$ cat src/rtl/dtc_pkg.sv
package dtc_pkg;
  typedef enum logic [2:0] {
    ST_OFF    = 3'd0,
    ST_TOP    = 3'd1,
    ST_BOT    = 3'd2,
    ST_BLK_UP = 3'd3,
    ST_BLK_DN = 3'd4
  } leg_state_e;
endpackage

$ cat src/rtl/dtc_sync.sv
module dtc_sync #(
  parameter int STAGES = 2
) (
  input  logic clk,
  input  logic rst_n,
  input  logic din,
  output logic dout
);
  logic [STAGES-1:0] chain_q;

  generate
    if (STAGES == 1) begin : g_one
      always_ff @(posedge clk or negedge rst_n)
        if (!rst_n) chain_q <= '0;
        else        chain_q <= din;
    end else begin : g_many
      always_ff @(posedge clk or negedge rst_n)
        if (!rst_n) chain_q <= '0;
        else        chain_q <= {chain_q[STAGES-2:0], din};
    end
  endgenerate

  assign dout = chain_q[STAGES-1];
endmodule

$ cat src/rtl/dtc_glitch_filter.sv
module dtc_glitch_filter #(
  parameter int CW = 8
) (
  input  logic          clk,
  input  logic          rst_n,
  input  logic          raw,
  input  logic [CW-1:0] min_w,
  output logic          level,
  output logic          reject
);
  logic [CW-1:0] run_q;
  logic [CW:0]   run_nxt;
  logic [CW:0]   thr;
  logic          differ;

  assign differ  = raw ^ level;
  assign run_nxt = {1'b0, run_q} + 1'b1;
  assign thr     = (min_w == '0) ? {{CW{1'b0}}, 1'b1} : {1'b0, min_w};

  always_ff @(posedge clk or negedge rst_n) begin
    if (!rst_n) begin
      level  <= 1'b0;
      run_q  <= '0;
      reject <= 1'b0;
    end else begin
      reject <= !differ && (run_q != '0);
      if (differ) begin
        if (run_nxt >= thr) begin
          level <= raw;
          run_q <= '0;
        end else begin
          run_q <= run_nxt[CW-1:0];
        end
      end else begin
        run_q <= '0;
      end
    end
  end

  assert_fault_pulse_R6: assert property (@(posedge clk) disable iff (!rst_n)
    reject |=> !reject);

  assert_level_follows_raw_R5: assert property (@(posedge clk) disable iff (!rst_n)
    !$stable(level) |-> ($past(raw) == level));
endmodule

$ cat src/rtl/dtc_leg_fsm.sv
module dtc_leg_fsm
  import dtc_pkg::*;
#(
  parameter int CW = 8
) (
  input  logic          clk,
  input  logic          rst_n,
  input  logic          en,
  input  logic          cmd,
  input  logic [CW-1:0] dead,
  output logic          gate_top,
  output logic          gate_bot,
  output logic          steady
);
  leg_state_e    st_q;
  logic [CW-1:0] cnt_q;
  logic [CW-1:0] dead_eff;

  assign dead_eff = (dead == '0) ? {{(CW-1){1'b0}}, 1'b1} : dead;

  always_ff @(posedge clk or negedge rst_n) begin
    if (!rst_n) begin
      st_q  <= ST_OFF;
      cnt_q <= '0;
    end else if (!en) begin
      st_q  <= ST_OFF;
      cnt_q <= '0;
    end else begin
      unique case (st_q)
        ST_OFF: begin
          st_q  <= cmd ? ST_BLK_UP : ST_BLK_DN;
          cnt_q <= {{(CW-1){1'b0}}, 1'b1};
        end
        ST_TOP: if (!cmd) begin
          st_q  <= ST_BLK_DN;
          cnt_q <= {{(CW-1){1'b0}}, 1'b1};
        end
        ST_BOT: if (cmd) begin
          st_q  <= ST_BLK_UP;
          cnt_q <= {{(CW-1){1'b0}}, 1'b1};
        end
        ST_BLK_UP, ST_BLK_DN: begin
          if (cnt_q >= dead_eff) begin
            st_q  <= cmd ? ST_TOP : ST_BOT;
            cnt_q <= '0;
          end else begin
            cnt_q <= cnt_q + 1'b1;
          end
        end
        default: begin
          st_q  <= ST_OFF;
          cnt_q <= '0;
        end
      endcase
    end
  end

  assign gate_top = (st_q == ST_TOP);
  assign gate_bot = (st_q == ST_BOT);
  assign steady   = (st_q == ST_OFF) || (st_q == ST_TOP) || (st_q == ST_BOT);

  assert_no_overlap_R2: assert property (@(posedge clk) disable iff (!rst_n)
    !(gate_top && gate_bot));

  assert_break_before_make_R10: assert property (@(posedge clk) disable iff (!rst_n)
    ($rose(gate_top) || $rose(gate_bot)) |-> !$past(gate_top || gate_bot));

  assert_disable_off_R1: assert property (@(posedge clk) disable iff (!rst_n)
    !en |=> (!gate_top && !gate_bot));
endmodule

$ cat src/rtl/dtc_leg_ctrl.sv
module dtc_leg_ctrl #(
  parameter int CFG_W       = 8,
  parameter int SYNC_STAGES = 2
) (
  input  logic             clk,
  input  logic             rst_n,
  input  logic             enable,
  input  logic             pwm_cmd,
  input  logic [CFG_W-1:0] dead_cycles,
  input  logic [CFG_W-1:0] min_width,
  output logic             gate_top,
  output logic             gate_bot,
  output logic             narrow_fault
);
  logic             cmd_sync;
  logic             cmd_clean;
  logic             fsm_steady;
  logic [CFG_W-1:0] dead_q;
  logic [CFG_W-1:0] minw_q;

  always_ff @(posedge clk or negedge rst_n) begin
    if (!rst_n) begin
      dead_q <= '0;
      minw_q <= '0;
    end else if (fsm_steady) begin
      dead_q <= dead_cycles;
      minw_q <= min_width;
    end
  end

  dtc_sync #(.STAGES(SYNC_STAGES)) sync_i (
    .clk  (clk),
    .rst_n(rst_n),
    .din  (pwm_cmd),
    .dout (cmd_sync)
  );

  dtc_glitch_filter #(.CW(CFG_W)) filt_i (
    .clk   (clk),
    .rst_n (rst_n),
    .raw   (cmd_sync),
    .min_w (minw_q),
    .level (cmd_clean),
    .reject(narrow_fault)
  );

  dtc_leg_fsm #(.CW(CFG_W)) fsm_i (
    .clk     (clk),
    .rst_n   (rst_n),
    .en      (enable),
    .cmd     (cmd_clean),
    .dead    (dead_q),
    .gate_top(gate_top),
    .gate_bot(gate_bot),
    .steady  (fsm_steady)
  );

  assert_cfg_hold_R8: assert property (@(posedge clk) disable iff (!rst_n)
    (!fsm_steady && $past(!fsm_steady)) |-> ($stable(dead_q) && $stable(minw_q)));
endmodule

$ cat config.mk
export PLATFORM = sky130hd
export DESIGN_NAME = dtc_leg_ctrl
export DESIGN_NICKNAME = d
export VERILOG_FILES = /design/src/rtl/dtc_pkg.sv /design/src/rtl/dtc_sync.sv /design/src/rtl/dtc_glitch_filter.sv /design/src/rtl/dtc_leg_fsm.sv /design/src/rtl/dtc_leg_ctrl.sv
export SDC_FILE = /design/constraint.sdc
export NUM_CORES = 1
export LEC_CHECK = 0
export BUFFER_PORTS_ARGS = -buffer_cell sky130_fd_sc_hd__clkbuf_2
export CAP_MARGIN = 10
export CELL_PAD_IN_SITES_DETAIL_PLACEMENT = 1
export CELL_PAD_IN_SITES_GLOBAL_PLACEMENT = 1
export CORE_MARGIN = 8
export CORE_UTILIZATION = 49
export CTS_BUF_LIST = sky130_fd_sc_hd__clkbuf_4 sky130_fd_sc_hd__clkbuf_8 sky130_fd_sc_hd__clkbuf_16
export DETAILED_ROUTE_END_ITERATION = 12
export PLACE_DENSITY_LB_ADDON = 0.1
export SYNTH_ARGS = -nofsm -noshare
export SYNTH_HDL_FRONTEND = slang
export SYNTH_SLANG_ARGS = --single-unit
$ cat constraint.sdc
create_clock -name clk -period 4.92 [get_ports clk]
set_input_delay 1.23 -clock clk [delete_from_list [all_inputs] [get_ports clk]]
set_output_delay 1.23 -clock clk [all_outputs]
set_load 0.005 [all_outputs]
* Yosys cells after proc, flatten, opt, wreduce, memory -nomap -nowiden
Cells that the tools add are included.
** Storage, ports and cells
- Register bits :: 39
- Input port bits :: 20
- Output and inout port bits :: 3
- Word-level logic and storage cells :: 48
** Operators by class
- Magnitude comparators :: 2
- $add $sub $neg :: 2
- Multiplexer cells :: 16
- Reduce and logical (&&, ||, !) cells :: 12
- Bitwise operators :: 1
- Equality and inequality tests :: 7
** Operators by type and width (number)
- 2-to-1 mux 8 bit :: 8
- one-hot mux 8 bit (4 select lines) :: 1
- zero test 8 bit :: 2
- 2-to-1 mux 3 bit :: 5
- one-hot mux 3 bit (4 select lines) :: 1
- adder 8 x 1 -> 9 bit (second input constant) :: 1
- greater-or-equal comparator 9 bit :: 1
- adder 8 x 1 -> 8 bit (second input constant) :: 1
- greater-or-equal comparator 8 bit :: 1
- nonzero test 8 bit :: 1
- == test 3 x 2 -> 1 bit (second input constant) :: 2
- inequality test 3 x 2 -> 1 bit (second input constant) :: 2
- AND reduction 2 bit :: 2
- == test 3 x 1 -> 1 bit (second input constant) :: 1
- == test 3 bit (second input constant) :: 1
- zero test 3 bit :: 1
- inequality test 3 bit (second input constant) :: 1
- AND reduction 3 bit :: 1
- logical OR 1 bit :: 2
- 2-to-1 mux 2 bit :: 1
- OR reduction 2 bit :: 1
- logical AND 1 bit :: 1
- zero test 1 bit :: 1
- bitwise XOR 1 bit :: 1

* Depth between registers and ports, before layout
Gate-level depths: netlist of run 1.
- Depth after elaboration :: 6
- Gate-level depth with buffers :: 10
- Depth with buffers taken out :: 10

* By module
From an unflattened synthesis of run 1, not the netlist that was laid out.
** Second synthesis, totals
- Cells, all modules :: 212
- Area, all modules :: 2363.5 sq um
** By module, submodules not included
- dtc_leg_fsm :: cells an instance 109, times used 1, area an instance 933.4 sq um, seq. area each 275.3 sq um
- dtc_glitch_filter :: cells an instance 67, times used 1, area an instance 730.7 sq um, seq. area each 250.2 sq um
- dtc_leg_ctrl :: cells an instance 34, times used 1, area an instance 649.4 sq um, seq. area each 400.4 sq um
- dtc_sync :: cells an instance 2, times used 1, area an instance 50.0 sq um, seq. area each 50.0 sq um

* Worst setup path before layout of run 1
Ideal clock, no wire load.
- Path kind :: register to register
- Start point :: register filt_i.run_q[2]
- End point :: register filt_i.run_q[2]
- Arrival :: 2.081 ns
- Setup slack :: 2.698 ns
- Library setup time :: 0.142 ns
- Data required time :: 4.778 ns
- Cell stages (with the launch flop) :: 10
- Cell sequence :: dfrtp_1 > nand3_1 > nor3_1 > nand3_1 > xnor2_1 > ha_1 > nand3_1 > or2_2 > o2111ai_1 > nor2b_1
** Between the ends
- Word-level cells in the longest chain between the ends :: 4
** Ends and longest elaborated chain
- start: declaration :: RTL line dtc_glitch_filter.sv:11 : logic [CW-1:0] run_q;
- start signal: assignment :: RTL line dtc_glitch_filter.sv:32 : run_q <= run_nxt[CW-1:0];
- adder 8 x 1 -> 9 bit * :: RTL line dtc_glitch_filter.sv:17 : assign run_nxt = {1'b0, run_q} + 1'b1;
- greater-or-equal comparator 9 bit :: RTL line dtc_glitch_filter.sv:28 : if (run_nxt >= thr) begin
- 2-to-1 mux 8 bit * :: RTL line dtc_glitch_filter.sv:28
- 2-to-1 mux 8 bit * :: RTL line dtc_glitch_filter.sv:27 : if (differ) begin
Mark *: on every way between the ends. The rest lies on a longest branch, timed or not.
A chain may end at the register's enable or synchronous reset.

* Worst setup path after layout of run 1
- Start point :: register fsm_i.st_q[1]
- End point :: output gate_bot
** Between the ends
- Word-level cells in the longest chain between the ends :: 1
** Ends and longest elaborated chain
- start: declaration :: RTL line dtc_leg_fsm.sv:15 : leg_state_e st_q;
- start signal: assignment :: RTL line dtc_leg_fsm.sv:31 : st_q <= cmd ? ST_BLK_UP : ST_BLK_DN;
- start signal: assignment :: RTL line dtc_leg_fsm.sv:44 : st_q <= cmd ? ST_TOP : ST_BOT;
- == test 3 x 2 -> 1 bit :: RTL line dtc_leg_fsm.sv:59 : assign gate_bot = (st_q == ST_BOT);
- end: declaration :: RTL line dtc_leg_ctrl.sv:12 : output logic gate_bot,
Every way passes these cells.

==> results of run 1 <==
## state kept, by name (all words and copies together) (netlist names)
name / count
fsm_i.st_q: 3
minw_q: 8
filt_i.level: 1
fsm_i.cnt_q: 8
filt_i.reject: 1
sync_i.chain_q: 2
filt_i.run_q: 8
dead_q: 8
## synthesized netlist by cell type, types with 2 or more instances
cell	n	area [µm²]
xnor2_1	5	43.79
nand2b_1	3	18.77
nor2_1	6	22.52
and3_1	2	12.51
o21ai_0	20	100.1
xor2_1	4	35.03
buf_2	2	10.01
nor2b_1	9	56.30
clkbuf_1	5	18.77
a21oi_1	7	35.03
a31oi_1	5	31.28
buf_6	2	22.52
dfrtp_1	39	975.9
nand4_1	4	25.02
mux2_2	3	33.78
nand2_1	26	97.59
inv_1	23	86.33
nand3_1	11	55.05
nor4_1	2	12.51
a21o_1	2	15.01
nor3_1	4	20.02
a41o_1	2	20.02
nor3b_1	3	22.52
o22ai_1	5	31.28
ha_1	19	237.7
## layout make-up
| cell class | instances | area (µm²) |
|---|---|---|
| well taps | 52 | 65.06 |
| clock buffers | 8 | 103.9 |
| inverters | 23 | 86.33 |
| fillers | 521 | 1914 |
| repair buffers | 23 | 117.6 |
| flip-flops and latches | 39 | 975.9 |
| multi-input cells | 160 | 1121 |
## path summary, 6_finish.rpt
path,slack [ps],depth (start not counted),endpoint
max,2180,3,gate_bot
min,360,0,sync_i.chain_q[1]
max reg2reg,2180,9,filt_i.run_q[6]
min reg2reg,360,0,sync_i.chain_q[1]
max in group asynchronous,3220,1,fsm_i.st_q[1]
min in group asynchronous,1090,1,filt_i.reject
## through the flow
stage | instance area (µm²) | instances | setup WS, ps
final | 2470 | 305 | 2181
after global placement | 2366 | 297 | 2449
after detailed placement | 2366 | 297 | 2252
after floorplan | 2238 | 232 | 2698
after CTS | 2470 | 305 | 2162
after global routing | 2470 | 305 | 1924
## routing by layer
layer | track usage, % | part of all wire, %
met1 | 20.05 | 46
met2 | 24.56 | 46
met3 | 4.297 | 5.0
met4 | 7.378 | 3.1
met5 | 0 | 0
## worst max-delay path, cell delays in order (launching register included)
cell and delay, ps:
dfrtp_1 530, nor2b_1 390, and2_1 190, clkbuf_2 110
## power breakdown
part	switching (mW)	internal, mW
clock network	0.115	0.134
logic	0.265	0.186
registers	0.0891	0.410
total	0.470	0.729
## cells by family after synthesis
family | count (synthesis) | synth area share (%)
multiplexers | 4 | 1.956
AO/OA/AOI/OAI | 51 | 15.76
buffers and inverters | 33 | 6.484
XOR/XNOR | 9 | 3.521
flip-flops | 39 | 43.60
AND/OR/NAND/NOR | 77 | 18.05
adder cells (fa/ha/maj) | 19 | 10.62
==> results.cfg, run 1 <==
[sta]
skew_ps = 3.582
tightest_slew_ps = 997.9
period_needed_ps = 2739
hold_viol = 0
fmax_mhz = 365.1
fin_crit_sh_pct = 55.66
rsz0062_at_grt = false
finalSetupTns_ps = 0
finalSetupViolCount = 0
drv_slew = 0
hold_slack_ps = 362.8
slew_headroom_pct = 33.47

[global_route]
antenna_found_initial = 0
grt_util_all_layers_pct = 15.90
grt_pass1_vias = 1869
grt_pass1_wl_mm = 9.273
grt-ovfl-total = 0
grt_max_degree = 40

[min_path]
min-delay-start = sync_i.chain_q[0]
hold_path_class = reg2reg

[power_and_ir_drop]
p_per_area_nw_per_um2 = 485.4
leakage_nw = 1.195
ir_drop_mv = 0.2431
finalPower_mw = 1.199

[synth]
synth_nets = 271
synth-edff-count = 0
syn_area_um2 = 2238
synth_ff_type = dfrtp_1
yosys_register_bits = 39
seq_area_frac_synth_pct = 43.60
syn_area_per_cell_um2 = 9.648
async_flop_share_pct = 100.0
synth_cell_type_count = 44
synthCells = 232
synth_warnings = 0

[cts]
clock_latency_ps = 290
cts_resized = 0
cts_root_buffer = clkbuf_8
clk_pin_slew_worst_paths_ps = 70
cts_tree = built
cts-htree-levels = 2
cts_num_sinks = 39
ctsLongestPathBuffers = 2
postCtsHoldBufs = 0
numCtsBuffers = 5
postCtsSetupBuffers = 0

[setup_path]
cp.arrival_ps = 1510
cp-startpoint = fsm_i.st_q[1]
crit_path_end_kind = primary output
regToRegStartpoint = filt_i.run_q[2]
crit_fanout = 10
crit_type = reg2out
critPathRequiredTime_ps = 3690
cp-start-kind = register

[final_layout]
mostFrequentLayoutCell = dfrtp_1
postLayoutCoreUtil_pct = 56.34
antenna_cells = 0
nNetsFinal = 291
area_delta_synth_final_pct = 10.34
final_cell_mix = dfrtp_1 (39), nand2_1 (26), inv_1 (23), clkbuf_2 (22), o21ai_0 (20)
drive_gt1_share_pct = 17.00

[placed_design]
dpl.hpwl_mm = 3.795
gp_congestion = 0.8133
port_buffers = 22

[job]
cap_violations = 0

[drt]
drt_drc_violations_left = 0
wl_per_cell_um = 17.08
drtIter0Drc = 49
dr_total_vias = 1737
routed_wl_mm = 5.210
drt_first_pass_iters = 4
vias_per_cell = 5.695
ant_nets = 0

[die]
dieHeight_um = 83.59
io_pins = 23
num_rows = 24
start_util_pct = 51.06
core_area_um2 = 4384
die-area_um2 = 6987
die_w_um = 83.59

[run_status]
status = complete, no violations
Note: power is estimated with default switching activity, not from simulation.
==> inputs of run 2 (changes only) <==
--- a/config.mk
+++ b/config.mk
@@ -10,7 +10,7 @@
 export CELL_PAD_IN_SITES_DETAIL_PLACEMENT = 1
 export CELL_PAD_IN_SITES_GLOBAL_PLACEMENT = 1
 export CORE_MARGIN = 8
-export CORE_UTILIZATION = 49
+export CORE_UTILIZATION = 45
 export CTS_BUF_LIST = sky130_fd_sc_hd__clkbuf_4 sky130_fd_sc_hd__clkbuf_8 sky130_fd_sc_hd__clkbuf_16
 export DETAILED_ROUTE_END_ITERATION = 12
 export PLACE_DENSITY_LB_ADDON = 0.1
==> constraint.sdc (replaced) <==
create_clock -name clk -period 2.9 [get_ports clk]
set_input_delay 0.725 -clock clk [delete_from_list [all_inputs] [get_ports clk]]
set_output_delay 0.725 -clock clk [all_outputs]
set_load 0.005 [all_outputs]
==> run 2 against run 1 <==
Effect of this change: routed wire length shrank 2.7%; clock power is 120% higher; worst setup slack got worse by 1800 ps; design area rose by 3.0%; power rose by 82%; combinational power up 75%; core utilization shrank 2.8 points; hold slack better by 10 ps; critical path type is now reg2reg; largest cell class unchanged.
==> results.cfg, run 2 (synthesized netlist as in run 1, its figures left out) <==
[cts]
ctsLongestPathBuffers = 2
cts_resized = 0
clock_latency_ps = 290
cts_root_buffer = clkbuf_8
cts-htree-levels = 2
cts_tree = built
postCtsSetupBuffers = 0
postCtsHoldBufs = 0
cts_num_sinks = 39
numCtsBuffers = 5
clk_pin_slew_worst_paths_ps = 80

[min_path]
hold_path_class = reg2reg
hold_end = sync_i.chain_q[1]
min-delay-start = sync_i.chain_q[0]
min_path_cells = 0

[drt]
drt_drc_violations_left = 0
wl_per_cell_um = 15.70
dr_total_vias = 1719
drtIter0Drc = 51
vias_per_cell = 5.322
drt_first_pass_iters = 4
ant_nets = 0
routed_wl_mm = 5.070

[global_route]
met1_usage_pct = 18.96
grt-ovfl-total = 0
busiest_layer = met2
antenna_found_initial = 0
grt_pass1_vias = 1824
met3_usage_pct = 4.159
grt_max_degree = 40
grt_pass1_wl_mm = 8.894
gr-usage-met2_pct = 23.75
grt_util_all_layers_pct = 14.88

[setup_path]
r2r_slack_ps = 410
max_stage_delay_ps = 420
crit_family = compound AO/OA/AOI/OAI gates
critPathRequiredTime_ps = 3110
crit_buf_inv = 0
crit_fanout = 12
crit_path_top_delay_cell = a2111o_1
path_cells = nor4_1, a41o_1, ha_1, nand2b_1, a2111o_1, o2111ai_2, a41oi_1, nor3b_1
cp-start-kind = register
cp.arrival_ps = 2700
worstRegToRegCells = 8
regToRegStartpoint = dead_q[3]
crit_type = reg2reg
rr_endpoint = fsm_i.st_q[2]
crit_path_end_kind = register

[job]
cap_violations = 0

[die]
io_pins = 23
core_area_um2 = 4755
dieHeight_um = 86.53
start_util_pct = 47.08
num_rows = 25
die-area_um2 = 7487
die_w_um = 86.53

[sta]
skew_ps = 3.767
fmax_mhz = 401.7
hold_viol = 0
rsz0062_at_grt = false
period_needed_ps = 2490
fin_crit_sh_pct = 85.85
finalSetupTns_ps = 0
finalSetupViolCount = 0
tightest_slew_ps = 582.9
drv_slew = 0
slew_headroom_pct = 61.14

[power_and_ir_drop]
finalPower_mw = 2.185
leakage_nw = 1.223
p_per_area_nw_per_um2 = 859.0
ir_drop_mv = 0.3627

[final_layout]
final_cell_mix = dfrtp_1 (39), nand2_1 (26), inv_1 (23), clkbuf_2 (22), o21ai_0 (20)
fill_cells = 560
postLayoutCoreUtil_pct = 53.50
mostFrequentLayoutCell = dfrtp_1
nNetsFinal = 294
area_delta_synth_final_pct = 13.64
antenna_cells = 0
drive_gt1_share_pct = 17.97
fin_cells = 323

[placed_design]
dp.cells = 315
dpl.hpwl_mm = 3.788
gp_congestion = 0.8131
port_buffers = 22

[run_status]
status = complete, no violations
-- run 2: worst max path at each step --
stage,start,endpoint,slack [ps],cells past startpoint
detailed placement,dead_q[3],fsm_i.st_q[0],520,8
finish,dead_q[3],fsm_i.st_q[2],410,8
global placement,dead_q[3],fsm_i.cnt_q[2],540,8
CTS,dead_q[3],fsm_i.st_q[2],430,8
floorplan,filt_i.run_q[2],filt_i.run_q[2],680,9
global route,filt_i.run_q[0],filt_i.level,270,9
-- run 2: where the power goes --
| group | switching [mW] | internal (mW) | leakage (nW) |
|---|---|---|---|
| sequential | 0.149 | 0.696 | 0.498 |
| combinational | 0.456 | 0.335 | 0.656 |
| clock | 0.196 | 0.353 | 0.0688 |
| total | 0.801 | 1.38 | 1.22 |
-- run 2: area by class of cell --
cell class / count / area (µm²) / share of cell area (%)
inverters: 23 / 86.33 / 3.394
repair buffers: 26 / 140.1 / 5.509
well taps: 67 / 83.83 / 3.296
multi-input cells: 160 / 1121 / 44.07
clock buffers: 6 / 76.32 / 3.000
clock inverters: 2 / 60.06 / 2.361
flip-flops and latches: 39 / 975.9 / 38.37
-- run 2: routing by layer --
metal / wire (µm) / vias to the layer above / part of all wire [%]
li1: - / 855 / -
met4: 46 / 0 / 0.91
met1: 2475 / 836 / 49
met5: 0 / - / 0
met2: 2357 / 23 / 46
met3: 191 / 5 / 3.8
-- run 2: through the flow --
step                      cell area (µm²)  setup slack, ps  hold slack (ps)
final                                2544            410.3            372.8
after global routing                 2544            265.4            384.8
after CTS                            2544            432.9            383.5
after detailed placement             2407            519.3            357.7
after global placement               2407            538.8            347.1
after floorplan                      2238            677.8            331.2
